File: config.mk
export PLATFORM = sky130hd
export DESIGN_NAME = nand_host_regs
export DESIGN_NICKNAME = d
export VERILOG_FILES = /design/src/rtl/nand_host_pkg.sv /design/src/rtl/nand_ecc_acc.sv /design/src/rtl/nand_col_par.sv /design/src/rtl/nand_lp_weave.sv /design/src/rtl/nand_host_regs.sv
export SDC_FILE = /design/constraint.sdc
export NUM_CORES = 1
export LEC_CHECK = 0
export BUFFER_PORTS_ARGS = -buffer_cell sky130_fd_sc_hd__buf_2
export CAP_MARGIN = 10
export CORE_ASPECT_RATIO = 1.4
export CORE_MARGIN = 1
export CORE_UTILIZATION = 40
export CTS_CLUSTER_DIAMETER = 60
export DETAILED_ROUTE_END_ITERATION = 10
export PLACE_DENSITY_LB_ADDON = 0.3
export RECOVER_POWER = 50
export SYNTH_ARGS = -nofsm -noshare
export SYNTH_HDL_FRONTEND = slang
export SYNTH_HIERARCHICAL = 1
export SYNTH_SLANG_ARGS = --single-unit
File: constraint.sdc
create_clock -name clk -period 5.2 [get_ports clk]
set_input_delay 0.78 -clock clk [delete_from_list [all_inputs] [get_ports clk]]
set_output_delay 0.78 -clock clk [all_outputs]
set_load 0.02 [all_outputs]
File: src/rtl/nand_host_pkg.sv
// Package: shared offsets, control bit positions and the host state type
// for the NAND host register block. Assumes a 5-bit byte offset bus.
package nand_host_pkg;
    localparam int ADDR_W = 5;

    localparam logic [ADDR_W-1:0] OFS_LP_LO = 5'h00;
    localparam logic [ADDR_W-1:0] OFS_LP_HI = 5'h04;
    localparam logic [ADDR_W-1:0] OFS_COL   = 5'h08;
    localparam logic [ADDR_W-1:0] OFS_CNT   = 5'h0C;
    localparam logic [ADDR_W-1:0] OFS_CLR   = 5'h10;
    localparam logic [ADDR_W-1:0] OFS_IO    = 5'h14;
    localparam logic [ADDR_W-1:0] OFS_CTL   = 5'h18;

    localparam int CTL_CE0 = 0;
    localparam int CTL_CLE = 1;
    localparam int CTL_ALE = 2;
    localparam int CTL_WP  = 3;
    localparam int CTL_CE1 = 4;
    localparam int CTL_RB  = 5;

    typedef enum logic [1:0] {
        ST_IDLE,
        ST_RD0,
        ST_RD1,
        ST_WR
    } host_state_e;
endpackage

File: src/rtl/nand_ecc_acc.sv
// Running Hamming accumulator. Keeps the XOR of all digested bytes, two
// line-parity registers (index and inverted index of odd-weight bytes)
// and a byte counter whose value is the index of the next byte.
// Assumes clr and dig_en are never high in the same cycle.
module nand_ecc_acc #(
    parameter int BYTE_W = 8,
    parameter int IDX_W  = 8
) (
    input  logic              clk,
    input  logic              rst_n,
    input  logic              clr,
    input  logic              dig_en,
    input  logic [BYTE_W-1:0] dig_byte,
    output logic [IDX_W-1:0]  par_zero,
    output logic [IDX_W-1:0]  par_one,
    output logic [BYTE_W-1:0] col_acc,
    output logic [IDX_W-1:0]  byte_cnt
);
    // Accumulate parity and count per digested byte; clear on request.
    always_ff @(posedge clk) begin
        if (!rst_n || clr) begin
            par_zero <= '0;
            par_one  <= '0;
            col_acc  <= '0;
            byte_cnt <= '0;
        end else if (dig_en) begin
            byte_cnt <= byte_cnt + 1'b1;
            col_acc  <= col_acc ^ dig_byte;
            if (^dig_byte) begin
                par_one  <= par_one ^ byte_cnt;
                par_zero <= par_zero ^ ~byte_cnt;
            end
        end
    end
endmodule

File: src/rtl/nand_col_par.sv
// Column parity from the XOR of all bytes. For each bit g of the bit
// position, output 2g covers positions with that bit 0 and output 2g+1
// covers positions with it 1. Assumes BYTE_W is a power of two.
module nand_col_par #(
    parameter int BYTE_W = 8,
    localparam int POS_W = $clog2(BYTE_W),
    localparam int CP_W  = 2 * POS_W
) (
    input  logic [BYTE_W-1:0] col_acc,
    output logic [CP_W-1:0]   col_par
);
    for (genvar g = 0; g < POS_W; g++) begin : g_grp
        // Fold the bits of one position group into its two parity bits.
        always_comb begin
            col_par[2*g]   = 1'b0;
            col_par[2*g+1] = 1'b0;
            for (int p = 0; p < BYTE_W; p++) begin
                if (((p >> g) & 1) == 0) col_par[2*g]   = col_par[2*g]   ^ col_acc[p];
                else                     col_par[2*g+1] = col_par[2*g+1] ^ col_acc[p];
            end
        end
    end
endmodule

File: src/rtl/nand_lp_weave.sv
// Interleaves two line-parity registers into two readout bytes: the
// zero-side register fills even bits, the one-side register odd bits;
// the low readout uses the lower halves, the high readout the upper.
module nand_lp_weave #(
    parameter int IDX_W = 8,
    localparam int HALF = IDX_W / 2
) (
    input  logic [IDX_W-1:0] par_zero,
    input  logic [IDX_W-1:0] par_one,
    output logic [IDX_W-1:0] lp_lo,
    output logic [IDX_W-1:0] lp_hi
);
    for (genvar k = 0; k < HALF; k++) begin : g_bit
        assign lp_lo[2*k]   = par_zero[k];
        assign lp_lo[2*k+1] = par_one[k];
        assign lp_hi[2*k]   = par_zero[k+HALF];
        assign lp_hi[2*k+1] = par_one[k+HALF];
    end
endmodule

File: src/rtl/nand_host_regs.sv
// NAND host register block. Decodes one-cycle bus requests, holds the
// pin control byte, sequences device byte strobes for the I/O register
// and feeds every transferred byte to the ECC accumulator.
// Assumes requests arriving while busy are dropped by the requester
// waiting for bus_ack, and that nand_din is valid during nand_rd_stb.
module nand_host_regs
    import nand_host_pkg::*;
#(
    parameter int BYTE_W = 8,
    parameter int IDX_W  = 8,
    parameter int WORD_W = 32
) (
    input  logic              clk,
    input  logic              rst_n,
    input  logic              bus_req,
    input  logic              bus_we,
    input  logic              bus_wide,
    input  logic [ADDR_W-1:0] bus_addr,
    input  logic [BYTE_W-1:0] bus_wdata,
    output logic              bus_ack,
    output logic [WORD_W-1:0] bus_rdata,
    output logic              nand_cle,
    output logic              nand_ale,
    output logic              nand_ce_n,
    output logic              nand_wp,
    input  logic              nand_rb,
    input  logic [BYTE_W-1:0] nand_din,
    output logic [BYTE_W-1:0] nand_dout,
    output logic              nand_doe,
    output logic              nand_rd_stb,
    output logic              nand_wr_stb
);
    localparam int HALF_W = WORD_W / 2;
    localparam int CP_W   = 2 * $clog2(BYTE_W);
    localparam logic [BYTE_W-1:0] RB_MASK = BYTE_W'(1) << CTL_RB;

    host_state_e       st;
    logic [BYTE_W-1:0] ctl_q;
    logic [BYTE_W-1:0] wbyte_q;
    logic [BYTE_W-1:0] first_q;
    logic              wide_q;
    logic              host_idle;
    logic              ecc_clr;
    logic              dig_en;
    logic [BYTE_W-1:0] dig_byte;
    logic [IDX_W-1:0]  par_zero;
    logic [IDX_W-1:0]  par_one;
    logic [BYTE_W-1:0] col_acc;
    logic [IDX_W-1:0]  byte_cnt;
    logic [CP_W-1:0]   col_par;
    logic [IDX_W-1:0]  lp_lo;
    logic [IDX_W-1:0]  lp_hi;
    logic [WORD_W-1:0] reg_rd_val;

    assign host_idle = (st == ST_IDLE);
    assign ecc_clr   = bus_req && host_idle && bus_we && (bus_addr == OFS_CLR);
    assign dig_en    = (st == ST_RD0) || (st == ST_RD1) || (st == ST_WR);
    assign dig_byte  = (st == ST_WR) ? wbyte_q : nand_din;

    nand_ecc_acc #(.BYTE_W(BYTE_W), .IDX_W(IDX_W)) i_ecc (
        .clk      (clk),
        .rst_n    (rst_n),
        .clr      (ecc_clr),
        .dig_en   (dig_en),
        .dig_byte (dig_byte),
        .par_zero (par_zero),
        .par_one  (par_one),
        .col_acc  (col_acc),
        .byte_cnt (byte_cnt)
    );

    nand_col_par #(.BYTE_W(BYTE_W)) i_col (
        .col_acc (col_acc),
        .col_par (col_par)
    );

    nand_lp_weave #(.IDX_W(IDX_W)) i_weave (
        .par_zero (par_zero),
        .par_one  (par_one),
        .lp_lo    (lp_lo),
        .lp_hi    (lp_hi)
    );

    // Select the read value of a non-I/O register; undefined offsets give 0.
    always_comb begin
        case (bus_addr)
            OFS_LP_LO: reg_rd_val = WORD_W'(lp_lo);
            OFS_LP_HI: reg_rd_val = WORD_W'(lp_hi);
            OFS_COL:   reg_rd_val = WORD_W'(col_par);
            OFS_CNT:   reg_rd_val = WORD_W'(byte_cnt);
            OFS_CTL:   reg_rd_val = WORD_W'((ctl_q & ~RB_MASK) | (nand_rb ? RB_MASK : '0));
            default:   reg_rd_val = '0;
        endcase
    end

    // Accept requests, sequence device strobes and produce the acknowledge.
    always_ff @(posedge clk) begin
        if (!rst_n) begin
            st        <= ST_IDLE;
            ctl_q     <= '0;
            wbyte_q   <= '0;
            first_q   <= '0;
            wide_q    <= 1'b0;
            bus_ack   <= 1'b0;
            bus_rdata <= '0;
        end else begin
            bus_ack <= 1'b0;
            case (st)
                ST_IDLE: begin
                    if (bus_req) begin
                        if (bus_addr == OFS_IO) begin
                            if (bus_we) begin
                                wbyte_q <= bus_wdata;
                                st      <= ST_WR;
                            end else begin
                                wide_q <= bus_wide;
                                st     <= ST_RD0;
                            end
                        end else begin
                            bus_ack <= 1'b1;
                            if (bus_we) begin
                                bus_rdata <= '0;
                                if (bus_addr == OFS_CTL) ctl_q <= bus_wdata & ~RB_MASK;
                            end else begin
                                bus_rdata <= reg_rd_val;
                            end
                        end
                    end
                end
                ST_RD0: begin
                    first_q <= nand_din;
                    if (wide_q) begin
                        st <= ST_RD1;
                    end else begin
                        bus_ack   <= 1'b1;
                        bus_rdata <= WORD_W'(nand_din);
                        st        <= ST_IDLE;
                    end
                end
                ST_RD1: begin
                    bus_ack   <= 1'b1;
                    bus_rdata <= {{(HALF_W-BYTE_W){1'b0}}, nand_din,
                                  {(HALF_W-BYTE_W){1'b0}}, first_q};
                    st        <= ST_IDLE;
                end
                default: begin
                    bus_ack   <= 1'b1;
                    bus_rdata <= '0;
                    st        <= ST_IDLE;
                end
            endcase
        end
    end

    assign nand_cle    = ctl_q[CTL_CLE];
    assign nand_ale    = ctl_q[CTL_ALE];
    assign nand_wp     = ctl_q[CTL_WP];
    assign nand_ce_n   = !(ctl_q[CTL_CE0] || ctl_q[CTL_CE1]);
    assign nand_dout   = wbyte_q;
    assign nand_doe    = (st == ST_WR);
    assign nand_wr_stb = (st == ST_WR);
    assign nand_rd_stb = (st == ST_RD0) || (st == ST_RD1);
endmodule

; After elaboration in Yosys (flattened, before gate mapping)
; Cells that the tools add are included.
[totals]
ff_bits = 91
inputBits = 27
output_inout_bits = 48
word_cells = 84
[classes]
n_addsub = 1
n_eq_ne = 13
muxes = 17
bitwise_logic = 24
reduce_logical = 18
[ops]
columns = cell, n
row1 = $mux 32, 4
row2 = $pmux 32 s3, 1
row3 = $pmux 8 s5, 1
row4 = $xor 8x8->8, 3
row5 = $xor 1x1->1, 17
row6 = $eq 5x5->1 const B, 3
row7 = $eq 5x4->1 const B, 2
row8 = $add 8x1->8 const B, 1
row9 = $mux 2, 4
row10 = $mux 8, 1
row11 = $not 8->8, 1
row12 = $or 8x6->8, 1
row13 = $reduce_and 4->1, 2
row14 = $reduce_xor 8->1, 1
row15 = $mux 6, 1
row16 = $ne 2x2->1 const B, 3
row17 = $eq 5x3->1 const B, 1
row18 = $logic_not 5->1, 1
row19 = $reduce_and 5->1, 1
row20 = $eq 2x2->1 const B, 2
row21 = $logic_or 1x1->1, 4
row22 = $pmux 2 s2, 1
row23 = $reduce_and 2->1, 2
row24 = $logic_and 1x1->1, 3
row25 = 8 further kinds, 12

; Depth between registers and ports, before layout
; Gate-level depths: netlist of the first run.
[logic_depth]
word_depth = 8
ltp_mapped = 10
ltp_nobuf = 7

; Cells and area by module
; The synthesis of the first run kept the hierarchy.
[by_module_without_submodules]
columns = module, instances, cells_per_inst, area_each_um2, seq_area_each_um2
row1 = nand_host_regs, 1, 273, 2427.3, 860.8
row2 = nand_ecc_acc, 1, 160, 1408.9, 640.6
row3 = nand_col_par, 1, 15, 153.9, 0.0
row4 = nand_lp_weave, 1, 16, 120.1, 0.0

; Worst setup path after synthesis of the first run
; No wires, ideal clock.
[synth_path]
kind = register to register
from = register st[1]
to = register i_ecc.par_zero[3]
setup_ns = 0.135
arrival_ns = 2.445
required_time_ns = 5.065
setup_slack_ns = 2.619
path_stages_with_launch = 10
path_buffers = 2
period_less_slack_ns = 2.581
cell_sequence = dfxtp_1 -> ha_1 -> buf_1 -> mux2_2 -> xnor2_1 -> xnor2_1 -> xnor2_1 -> buf_2 -> o311ai_0 -> o41ai_1
[synth_via]
elab_cells_between_ends = 13
classes_between = eq/ne (3) / mux (1) / reduce/logical (9)
[synth_lines]
columns = item, line_no
row1 = "start, declared", nand_host_regs.sv:37  ; host_state_e st;
row2 = "start signal, assigned", nand_host_regs.sv:99  ; st <= ST_IDLE;
row3 = "start signal, assigned", nand_host_regs.sv:114  ; st <= ST_WR;
row4 = "start signal, assigned", nand_host_regs.sv:117  ; st <= ST_RD0;
row5 = $eq 2x2->1, --
row6 = via nand_doe, nand_host_regs.sv:29  ; output logic nand_doe,
row7 = $mux 8, nand_host_regs.sv:58  ; assign dig_byte = (st == ST_WR) ? wbyte_q : nand_din;
row8 = via dig_byte[2], nand_host_regs.sv:45  ; logic [BYTE_W-1:0] dig_byte;
row9 = $reduce_xor 8->1, nand_ecc_acc.sv:29  ; if (^dig_byte) begin
row10 = $reduce_and 2->1 (no line), --
row11 = "end signal, assigned", nand_ecc_acc.sv:31  ; par_zero <= par_zero ^ ~byte_cnt;
row12 = "end, declared", nand_ecc_acc.sv:14  ; output logic [IDX_W-1:0] par_zero,
; The timed path passes the listed nets, and every way through them passes these cells.
; A chain may end at the register's enable or synchronous reset.

; Worst setup path after layout of the first run
[layout_path]
from = register st[1]
to = register i_ecc.par_one[5]
[layout_via]
elab_cells_between_ends = 13
classes_between = eq/ne (3) / mux (1) / reduce/logical (9)
[layout_lines]
columns = item, line_no
row1 = $eq 2x2->1, nand_host_regs.sv:58
row2 = $mux 8, nand_host_regs.sv:58
row3 = via dig_byte[4], nand_host_regs.sv:45
row4 = $reduce_xor 8->1, nand_ecc_acc.sv:29
row5 = $reduce_and 2->1 (no line), --
row6 = "end signal, assigned", nand_ecc_acc.sv:30  ; par_one <= par_one ^ byte_cnt;
row7 = "end, declared", nand_ecc_acc.sv:15  ; output logic [IDX_W-1:0] par_one,
; The timed path passes the listed nets, and every way through them passes these cells.

==> metrics, run 1 <==
overall power 1.47 mW; Layout Cells excl Fill 626; commonest non-fill, non-tap cell in the layout dfxtp_1; register area share after synthesis 0.365; first-pass GRT wire length 15100 um; switching share of total power 0.277; number of global-route vias before repair 3006; largest net degree at the start of global routing 44; initial antenna violation count 0; final wirelength 9430 um; die height 122 um; sequential share of power 0.420; Switch Pwr 0.408 mW; die width 87.7 um; DP Cell Count 610; main flop type after synthesis dfxtp_1; worst vdd ir 0.120 mV; CORE AREA 0.00995 mm2; ys async rst share 0; clock slew at reported path FFs 0.06 ns; max-cap viol count 0; highest-count cells in the layout ignoring fill and taps 75 x dfxtp_1, 46 x nor2_1, 42 x nand2_1, 39 x mux2i_1, 33 x clkbuf_1; kind of critical path register to register; I/O pin count 75; Layout area overhead 9.04%; port buffer count 58; status completed; crit path time final 3.12 ns; Pleak 1.63 nW; Pins Over Slew Limit 0; Root Driver clkbuf_16; 1st-pass router iterations 4; Tot GR Track Use 0.184; Vias per Instance 5.17; number of hold buffers added after CTS 0; Max Clock Freq 320 MHz; Final #Nets 519; Worst-Skew Late Latency 0.33 ns; Starting Density 0.413; synthesis warning total 6; Critical Path RT 5.44 ns; final setup fails 0; Residual DRC 0; initial drt markers 173; skew final 0.00530 ns; post-route ant nets 0; Critical Path AT 3.36 ns; clk sinks 75; Critical Path End Type register; proportion of layout cells with a drive suffix above 1 0.118; gpl congestion 0.791; Combinational Power Share 0.165; gr ovfl total 0; postcts setup bufs 0; CTS buffer count 9; Startpoint Class register; Avg Inst Size Synth 8.86 um2; synthesized netlist cell count 464; post-cts sizing count 0; Worst-Margin Slew 1.16 ns; die area 0.0107 mm2; synth unique cells 46; hpwl dp 7060 um; crit share post-route 0.600; wire length per cell 15.1 um; TritonCTS clock tree done; Yosys reg bits 75; DR vias 3236; RSZ-0062 raised after global routing no; Int Pwr 1.06 mW; final setup TNS 0 ns; Mapped Area 0.00411 mm2; H-tree levels 3; diode count 0; EDFF count, synth 0; CTS max path bufs 2; Pwr Density 328 mW/mm2; row count 43; Worst Hold Class register to register; Fillers 1005; Rel. slew slack 0.224; crit-path max FO 32; Clk pwr share 0.415; Fin. Hold Viols 0
kinds of logic after synthesis:
group | Yosys count | synth area share
flops | 75 | 0.365
simple gates | 145 | 0.169
mux | 47 | 0.117
fa+ha+maj | 6 | 0.0183
other cells | 1 | 0.000912
compound gates | 86 | 0.145
buf+inv | 70 | 0.107
xor+xnor | 34 | 0.0779
synthesized netlist by cell type, types with 2 or more instances:
library cell | n | area (um2)
nand4_1 | 5 | 31.3
o21ai_0 | 18 | 90.1
a221oi_1 | 7 | 61.3
ha_1 | 6 | 75.1
nor2b_1 | 6 | 37.5
nand2b_1 | 14 | 87.6
inv_1 | 5 | 18.8
dfxtp_1 | 75 | 1500
a22oi_1 | 2 | 15.0
xnor2_1 | 19 | 166
nand2_1 | 42 | 158
buf_4 | 33 | 248
o22a_1 | 2 | 17.5
nor2_1 | 46 | 173
nand3_1 | 10 | 50.1
buf_1 | 2 | 7.51
buf_6 | 6 | 67.6
xor2_1 | 12 | 105
o22ai_1 | 2 | 12.5
clkbuf_1 | 16 | 60.1
o311ai_0 | 7 | 61.3
xor2_2 | 3 | 48.8
a21oi_1 | 25 | 125
mux2i_1 | 39 | 390
o2bb2ai_1 | 6 | 52.6
or3_1 | 11 | 68.8
a222oi_1 | 6 | 60.1
buf_2 | 7 | 35.0
mux2_2 | 8 | 90.1
and3b_1 | 2 | 17.5
o41ai_1 | 7 | 61.3
worst max-delay path, cell delays in order (launching register included):
cell and delay [ns]:
dfxtp_1 0.38, ha_1 0.56, mux2_2 0.43, xnor2_1 0.24
xnor2_1 0.15, xnor2_2 0.88, o21ai_0 0.22, a21oi_1 0.16
state kept, by name (all words and copies together) (netlist names):
name,count
bus_ack,1
bus_rdata,16
ctl_q,7
first_q,8
i_ecc/byte_cnt,8
i_ecc/col_acc,8
i_ecc/par_one,8
i_ecc/par_zero,8
nand_dout,8
st,2
wide_q,1
power by group through the flow:
stage / clock network (mW) / logic [mW] / registers (mW)
CTS: 0.624 / 0.247 / 0.618
detailed placement: 0 / 0.245 / 0.630
global route: 0.652 / 0.270 / 0.621
global placement: 0 / 0.241 / 0.629
floorplan: 0 / 0.220 / 0.631
finish: 0.611 / 0.243 / 0.618
final timing paths:
path | cells after the start | to | slack (ns) | start
worst max register to register | 7 | i_ecc/par_one[5] | 2.08 | st[1]
worst max-delay path | 7 | i_ecc/par_one[5] | 2.08 | st[1]
worst min register to register | 2 | bus_rdata[16] | 0.45 | bus_rdata[16]
worst min-delay path | 2 | bus_rdata[16] | 0.45 | bus_rdata[16]
area by class of cell:
class / count / area [um2] / share of cell area
Clock buffer: 11 / 243 / 0.0542
Tap cell: 135 / 169 / 0.0377
Inverter: 6 / 22.5 / 0.00503
Timing Repair Buffer: 60 / 263 / 0.0586
Multi-Input combinational cell: 334 / 2230 / 0.498
Clock inverter: 5 / 52.6 / 0.0117
Sequential cell: 75 / 1500 / 0.335
layer usage:
metal	vias to the layer above	track usage	routed length, um
met5	-	0	0
met4	0	0.0789	180
met3	13	0.0312	320
met2	79	0.328	4960
met1	1525	0.214	3960
li1	1619	-	-
metrics by stage:
step / setup slack, ns / area, um2 / util / hold slack [ns]
6_report: 2.08 / 4480 / 0.450 / 0.450
5_1_grt: 1.68 / 4480 / 0.450 / 0.464
4_1_cts: 2.08 / 4530 / 0.455 / 0.450
3_5_place_dp: 2.11 / 4240 / 0.426 / 0.443
3_3_place_gp: 2.25 / 4240 / 0.426 / 0.434
2_1_floorplan: 2.62 / 4170 / - / 0.450
Note: power is estimated with default switching activity, not from simulation.
==> inputs of run 2 (changes only) <==
- clock period: 5.2 -> 3.1 ns (I/O delays scaled with it)
==> metrics, run 2 (synthesis gave the netlist of run 1 again) <==
worst path bufs/invs 0; worst reg2reg setup slack 0.38 ns; TritonCTS clock tree done; CORE AREA 0.00995 mm2; reg-to-reg critical path startpoint st[1]; Top reg by flops bus_rdata; die area 0.0107 mm2; Worst Hold Class input port to register; Int Pwr 1.79 mW; Starting Density 0.413; Pins Over Slew Limit 0; gpl congestion 0.832; worst vdd ir 0.218 mV; Worst-Skew Late Latency 0.34 ns; worst hold start bus_wide; Fillers 1001; Residual DRC 0; Root Driver clkbuf_16; kind of critical path register to register; initial drt markers 240; final setup fails 0; Layout area overhead 10.0%; Tot GR Track Use 0.194; Design Area, Final 0.00452 mm2; max-cap viol count 0; number of global-route vias before repair 3075; Final #Nets 524; PnR worst setup slack 0.382 ns; delay-heaviest family, CP XOR/XNOR gates; number of hold buffers added after CTS 0; RSZ-0062 raised after global routing no; first-pass GRT wire length 15700 um; largest net degree at the start of global routing 44; Switch Pwr 0.695 mW; gr ovfl total 0; Pwr Density 549 mW/mm2; Max Clock Freq 368 MHz; Vias per Instance 5.23; switching share of total power 0.280; clock slew at reported path FFs 0.05 ns; Combinational Power Share 0.173; crit share post-route 0.877; crit path cell chain ha_2 > mux2_2 > xnor2_1 > xnor2_1 > xnor2_4 > o311ai_0 > o41ai_1; CTS buffer count 9; slowest CP cell mux2_2; clk sinks 75; cell mode on critical path xnor2_1; Critical Path End Type register; initial antenna violation count 0; sequential share of power 0.418; highest-count cells in the layout ignoring fill and taps 75 x dfxtp_1, 46 x nor2_1, 42 x nand2_1, 39 x mux2i_1, 37 x clkbuf_1; post-route ant nets 0; H-tree levels 3; I/O pin count 75; pre-CTS WS -0.0472 ns; Worst-Margin Slew 1.19 ns; wire length per cell 15.3 um; Rel. slew slack 0.209; Startpoint Class register; diode count 0; Clk pwr share 0.410; DR vias 3300; number of flip-flops in the largest register 16; 1st-pass router iterations 4; crit path time final 2.72 ns; Area after DPL 0.00427 mm2; CTS max path bufs 2; die height 122 um; row count 43; skew final 0.00856 ns; crit path from st[1]; Pleak 1.65 nW; crit-path max FO 32; commonest non-fill, non-tap cell in the layout dfxtp_1; die width 87.7 um; Critical Path AT 2.92 ns; port buffer count 58; highest cell delay on the worst timing path 0.41 ns; Fin. Hold Viols 0; Critical Path RT 3.30 ns; final wirelength 9650 um; proportion of layout cells with a drive suffix above 1 0.121; status completed; hpwl dp 7090 um
run 2: cell types whose count changed in the layout (fill, tap and decap cells not counted), moves of 2 or more:
cell / delta
clkinv_2: -2
buf_4: +3
clkbuf_8: +3
clkbuf_1: +4
run 2: cell type report:
type                       instances  area [um2]  area share
multi-input combinational        334        2250       0.497
sequential                        75        1500       0.332
timing repair buffer              65         292      0.0645
clock buffer                      15         288      0.0636
tap                              135         169      0.0373
inverter                           6        22.5     0.00498
clock inverter                     1        5.00     0.00111
run 2: stage by stage:
step           hold WS [ns]  TNS, ns  power [mW]  std cells  utilization
2_1_floorplan         0.450        0        1.43        479            -
5_1_grt               0.385        0        2.59        631        0.454
3_5_place_dp          0.442   -0.102        1.48        615        0.429
6_report              0.370        0        2.48        631        0.454
4_1_cts               0.366        0        2.50        631        0.460
3_3_place_gp          0.435        0        1.47        615        0.429
run 2: power groups by stage:
stage | Sequential, mW | Combinational (mW) | Clock, mW
after global routing | 1.04 | 0.471 | 1.08
after global placement | 1.06 | 0.414 | 0
after floorplan | 1.06 | 0.369 | 0
final | 1.04 | 0.428 | 1.02
after CTS | 1.04 | 0.432 | 1.03
after detailed placement | 1.06 | 0.420 | 0
run 2: timing repair:
item | in CTS | in global routing
resized for setup | 1 | 1
endpoints found under the setup margin | 13 | 3
buffers inserted | 0 | 0
run 2: metal layers:
layer / share of wire / up-vias / wire length, um / global-route usage
met4: 0.020 / 0 / 191 / 0.0891
met2: 0.53 / 83 / 5080 / 0.338
met1: 0.42 / 1573 / 4060 / 0.228
li1: - / 1630 / - / -
met5: 0 / - / 0 / 0
met3: 0.033 / 14 / 322 / 0.0325
run 2: path summary, 6_finish.rpt:
path,endpoint,depth (start not counted)
max,i_ecc/par_zero[4],7
min,wide_q,3
max reg2reg,i_ecc/par_zero[4],7
min reg2reg,bus_rdata[18],2
run 2: worst min-delay path: stages:
cell	delay, ns
buf_2	0.08
mux2i_1	0.05
nor2_1	0.07
==> inputs of run 3 (changes only) <==
- ABC_AREA: not set -> 1
- clock period: 3.1 -> 2.6 ns (I/O delays scaled with it)
==> metrics, run 3 <==
status completed; largest net degree at the start of global routing 33; skew final 0.00774 ns; kind of critical path register to register; Fin. Hold Viols 0; Pins Over Slew Limit 0; final wirelength 11300 um; Root Driver clkbuf_16; ys async rst share 0; RSZ-0062 raised after global routing no; Yosys reg bits 75; crit path time final 2.23 ns; Worst-Margin Slew 0.784 ns; 1st-pass router iterations 5; Final #Nets 765; Pwr Density 637 mW/mm2; met1 Use GR 0.246; Avg Inst Size Synth 6.53 um2; synthesized netlist cell count 699; reg-to-reg critical path startpoint st[0]; Cells on Worst Hold Path 3; Fillers 1182; Critical Path RT 2.83 ns; most frequent cells after synthesis 210 x nand2_1, 88 x nor2_1, 75 x dfxtp_1; highest cell delay on the worst timing path 0.33 ns; GR Layer Usage met3 0.0384; worst hold start bus_wdata[5]; Rel. slew slack 0.476; diode count 0; hpwl dp 8720 um; die area 0.0119 mm2; highest-count cells in the layout ignoring fill and taps 211 x nand2_1, 88 x nor2_1, 75 x dfxtp_1, 68 x inv_1, 43 x a21oi_1; register area share after synthesis 0.329; main flop type after synthesis dfxtp_1; initial drt markers 180; CTS max path bufs 2; CTS buffer count 9; row count 45; Synth top area share 0.329; Startpoint Class register; Pleak 2.42 nW; post-route ant nets 0; number of flip-flops in the largest register 16; commonest non-fill, non-tap cell in the layout nand2_1; H-tree levels 3; worst vdd ir 0.336 mV; gr ovfl total 0; leading area contributor after synthesis dfxtp_1; register area 0.00150 mm2; Critical Path AT 2.45 ns; crit share post-route 0.856; Top reg by flops bus_rdata; post-cts sizing count 0; post-synthesis simple-gate area fraction 0.361; TritonCTS clock tree done; synth unique cells 35; postcts setup bufs 0; final setup fails 0; gpl congestion 0.873; clk sinks 75; main combinational cell family by area after synthesis simple AND/OR/NAND/NOR gates; delay-heaviest family, CP simple AND/OR/NAND/NOR gates; Multi-input gate area 0.00242 mm2; port buffer count 58; worst path bufs/invs 1; cells on worst reg2reg path 13; clock slew at reported path FFs 0.06 ns; Synth Area in Adders 0.0164; layer with the highest usage met2; met2 Use GR 0.347; reg2reg end i_ecc/par_one[0]; final setup TNS 0 ns; Tot GR Track Use 0.200; pre-CTS WS 0.401 ns; DR vias 4303; initial antenna violation count 0; Worst-Skew Late Latency 0.34 ns; PnR worst setup slack 0.375 ns; Residual DRC 0; top-count cell post-synth nand2_1; cell mode on critical path nand2_1; first-pass GRT wire length 18600 um; proportion of layout cells with a drive suffix above 1 0.101; post-synthesis mux area share 0; crit path cell chain ha_1 > inv_1 > nand2_1 > nand2_1 > nor2_1 > nor2_1 > nand2_1 > nand2_1 > nand2_2 > nand2_4 > nand3_1 > nand2_1 > nor2_1; number of hold buffers added after CTS 0; Max Clock Freq 449 MHz; I/O pin count 75; Synth Area in XOR/XNOR 0.0288; wire length per cell 12.9 um; max-cap viol count 0; slowest CP cell dfxtp_1; EDFF count, synth 0; Mapped Area 0.00457 mm2; Layout area overhead 9.92%; complex-gate fraction of the synthesized area 0.114; synthesis warning total 6; worst reg2reg setup slack 0.37 ns; Critical Path End Type register; CORE AREA 0.0110 mm2; crit-path max FO 32; Starting Density 0.416; Synth area leaders dfxtp_1 33%, nand2_1 17%, nor2_1 7.2%, buf_4 5.9%, inv_1 5.6%; die width 92.3 um; number of global-route vias before repair 3914; die height 128 um; Vias per Instance 4.91; hold endpoint nand_dout[5]; Worst Hold Class input port to register
-- run 3: cell types whose count changed after synthesis, moves of 18 or more --
cell	change
nand2_1	+168
nor2_1	+42
mux2i_1	-39
inv_1	+63
nand3_1	+21
a21oi_1	+18
-- run 3: report_power, final --
| group | switching (mW) | leakage [nW] | internal (mW) |
|---|---|---|---|
| Sequential | 0.0524 | 0.607 | 1.19 |
| Combinational | 0.358 | 1.65 | 0.158 |
| Clock | 0.473 | 0.166 | 0.960 |
-- run 3: how the worst max path moves through the flow --
stage	startpoint	to	slack [ns]	depth (start not counted)
after floorplan	st[0]	i_ecc/par_one[0]	0.36	13
after global placement	st[0]	i_ecc/par_one[4]	0.50	13
after detailed placement	st[0]	i_ecc/par_one[4]	0.40	13
after CTS	st[0]	i_ecc/par_one[6]	0.39	13
after global routing	st[0]	i_ecc/par_one[5]	0.13	13
final	st[0]	i_ecc/par_one[0]	0.37	13
-- run 3: cell families after synthesis --
logic type	count (synthesis)
AO/OA/AOI/OAI	89
XOR/XNOR	15
adder cells (fa/ha/maj)	6
buffers and inverters	131
flip-flops	75
other	1
AND/OR/NAND/NOR	382
-- run 3: final cells by class --
class	count	share of cell area
Tap cell	141	0.0352
Timing Repair Buffer	65	0.0606
Clock inverter	4	0.0197
Multi-Input combinational cell	508	0.482
Sequential cell	75	0.299
Inverter	73	0.0546
Clock buffer	11	0.0484
-- run 3: metrics by stage --
step	hold WS, ns	util	total power [mW]	instances	area [um2]
detailed placement	0.454	0.431	1.79	862	4730
global route	0.306	0.457	3.34	877	5020
finish	0.276	0.457	3.20	877	5020
floorplan	0.441	-	1.72	714	4620
global placement	0.447	0.431	1.78	862	4730
CTS	0.266	0.462	3.24	877	5070
-- run 3: routing by layer --
metal | vias up | routed length [um]
met1 | 1940 | 5050
li1 | 2231 | -
met4 | 0 | 138
met2 | 122 | 5580
met5 | - | 0
met3 | 10 | 564
-- run 3: tightest hold or removal path: stages --
cell    delay, ns
buf_2        0.07
nor2_1       0.03
nor2_1       0.08
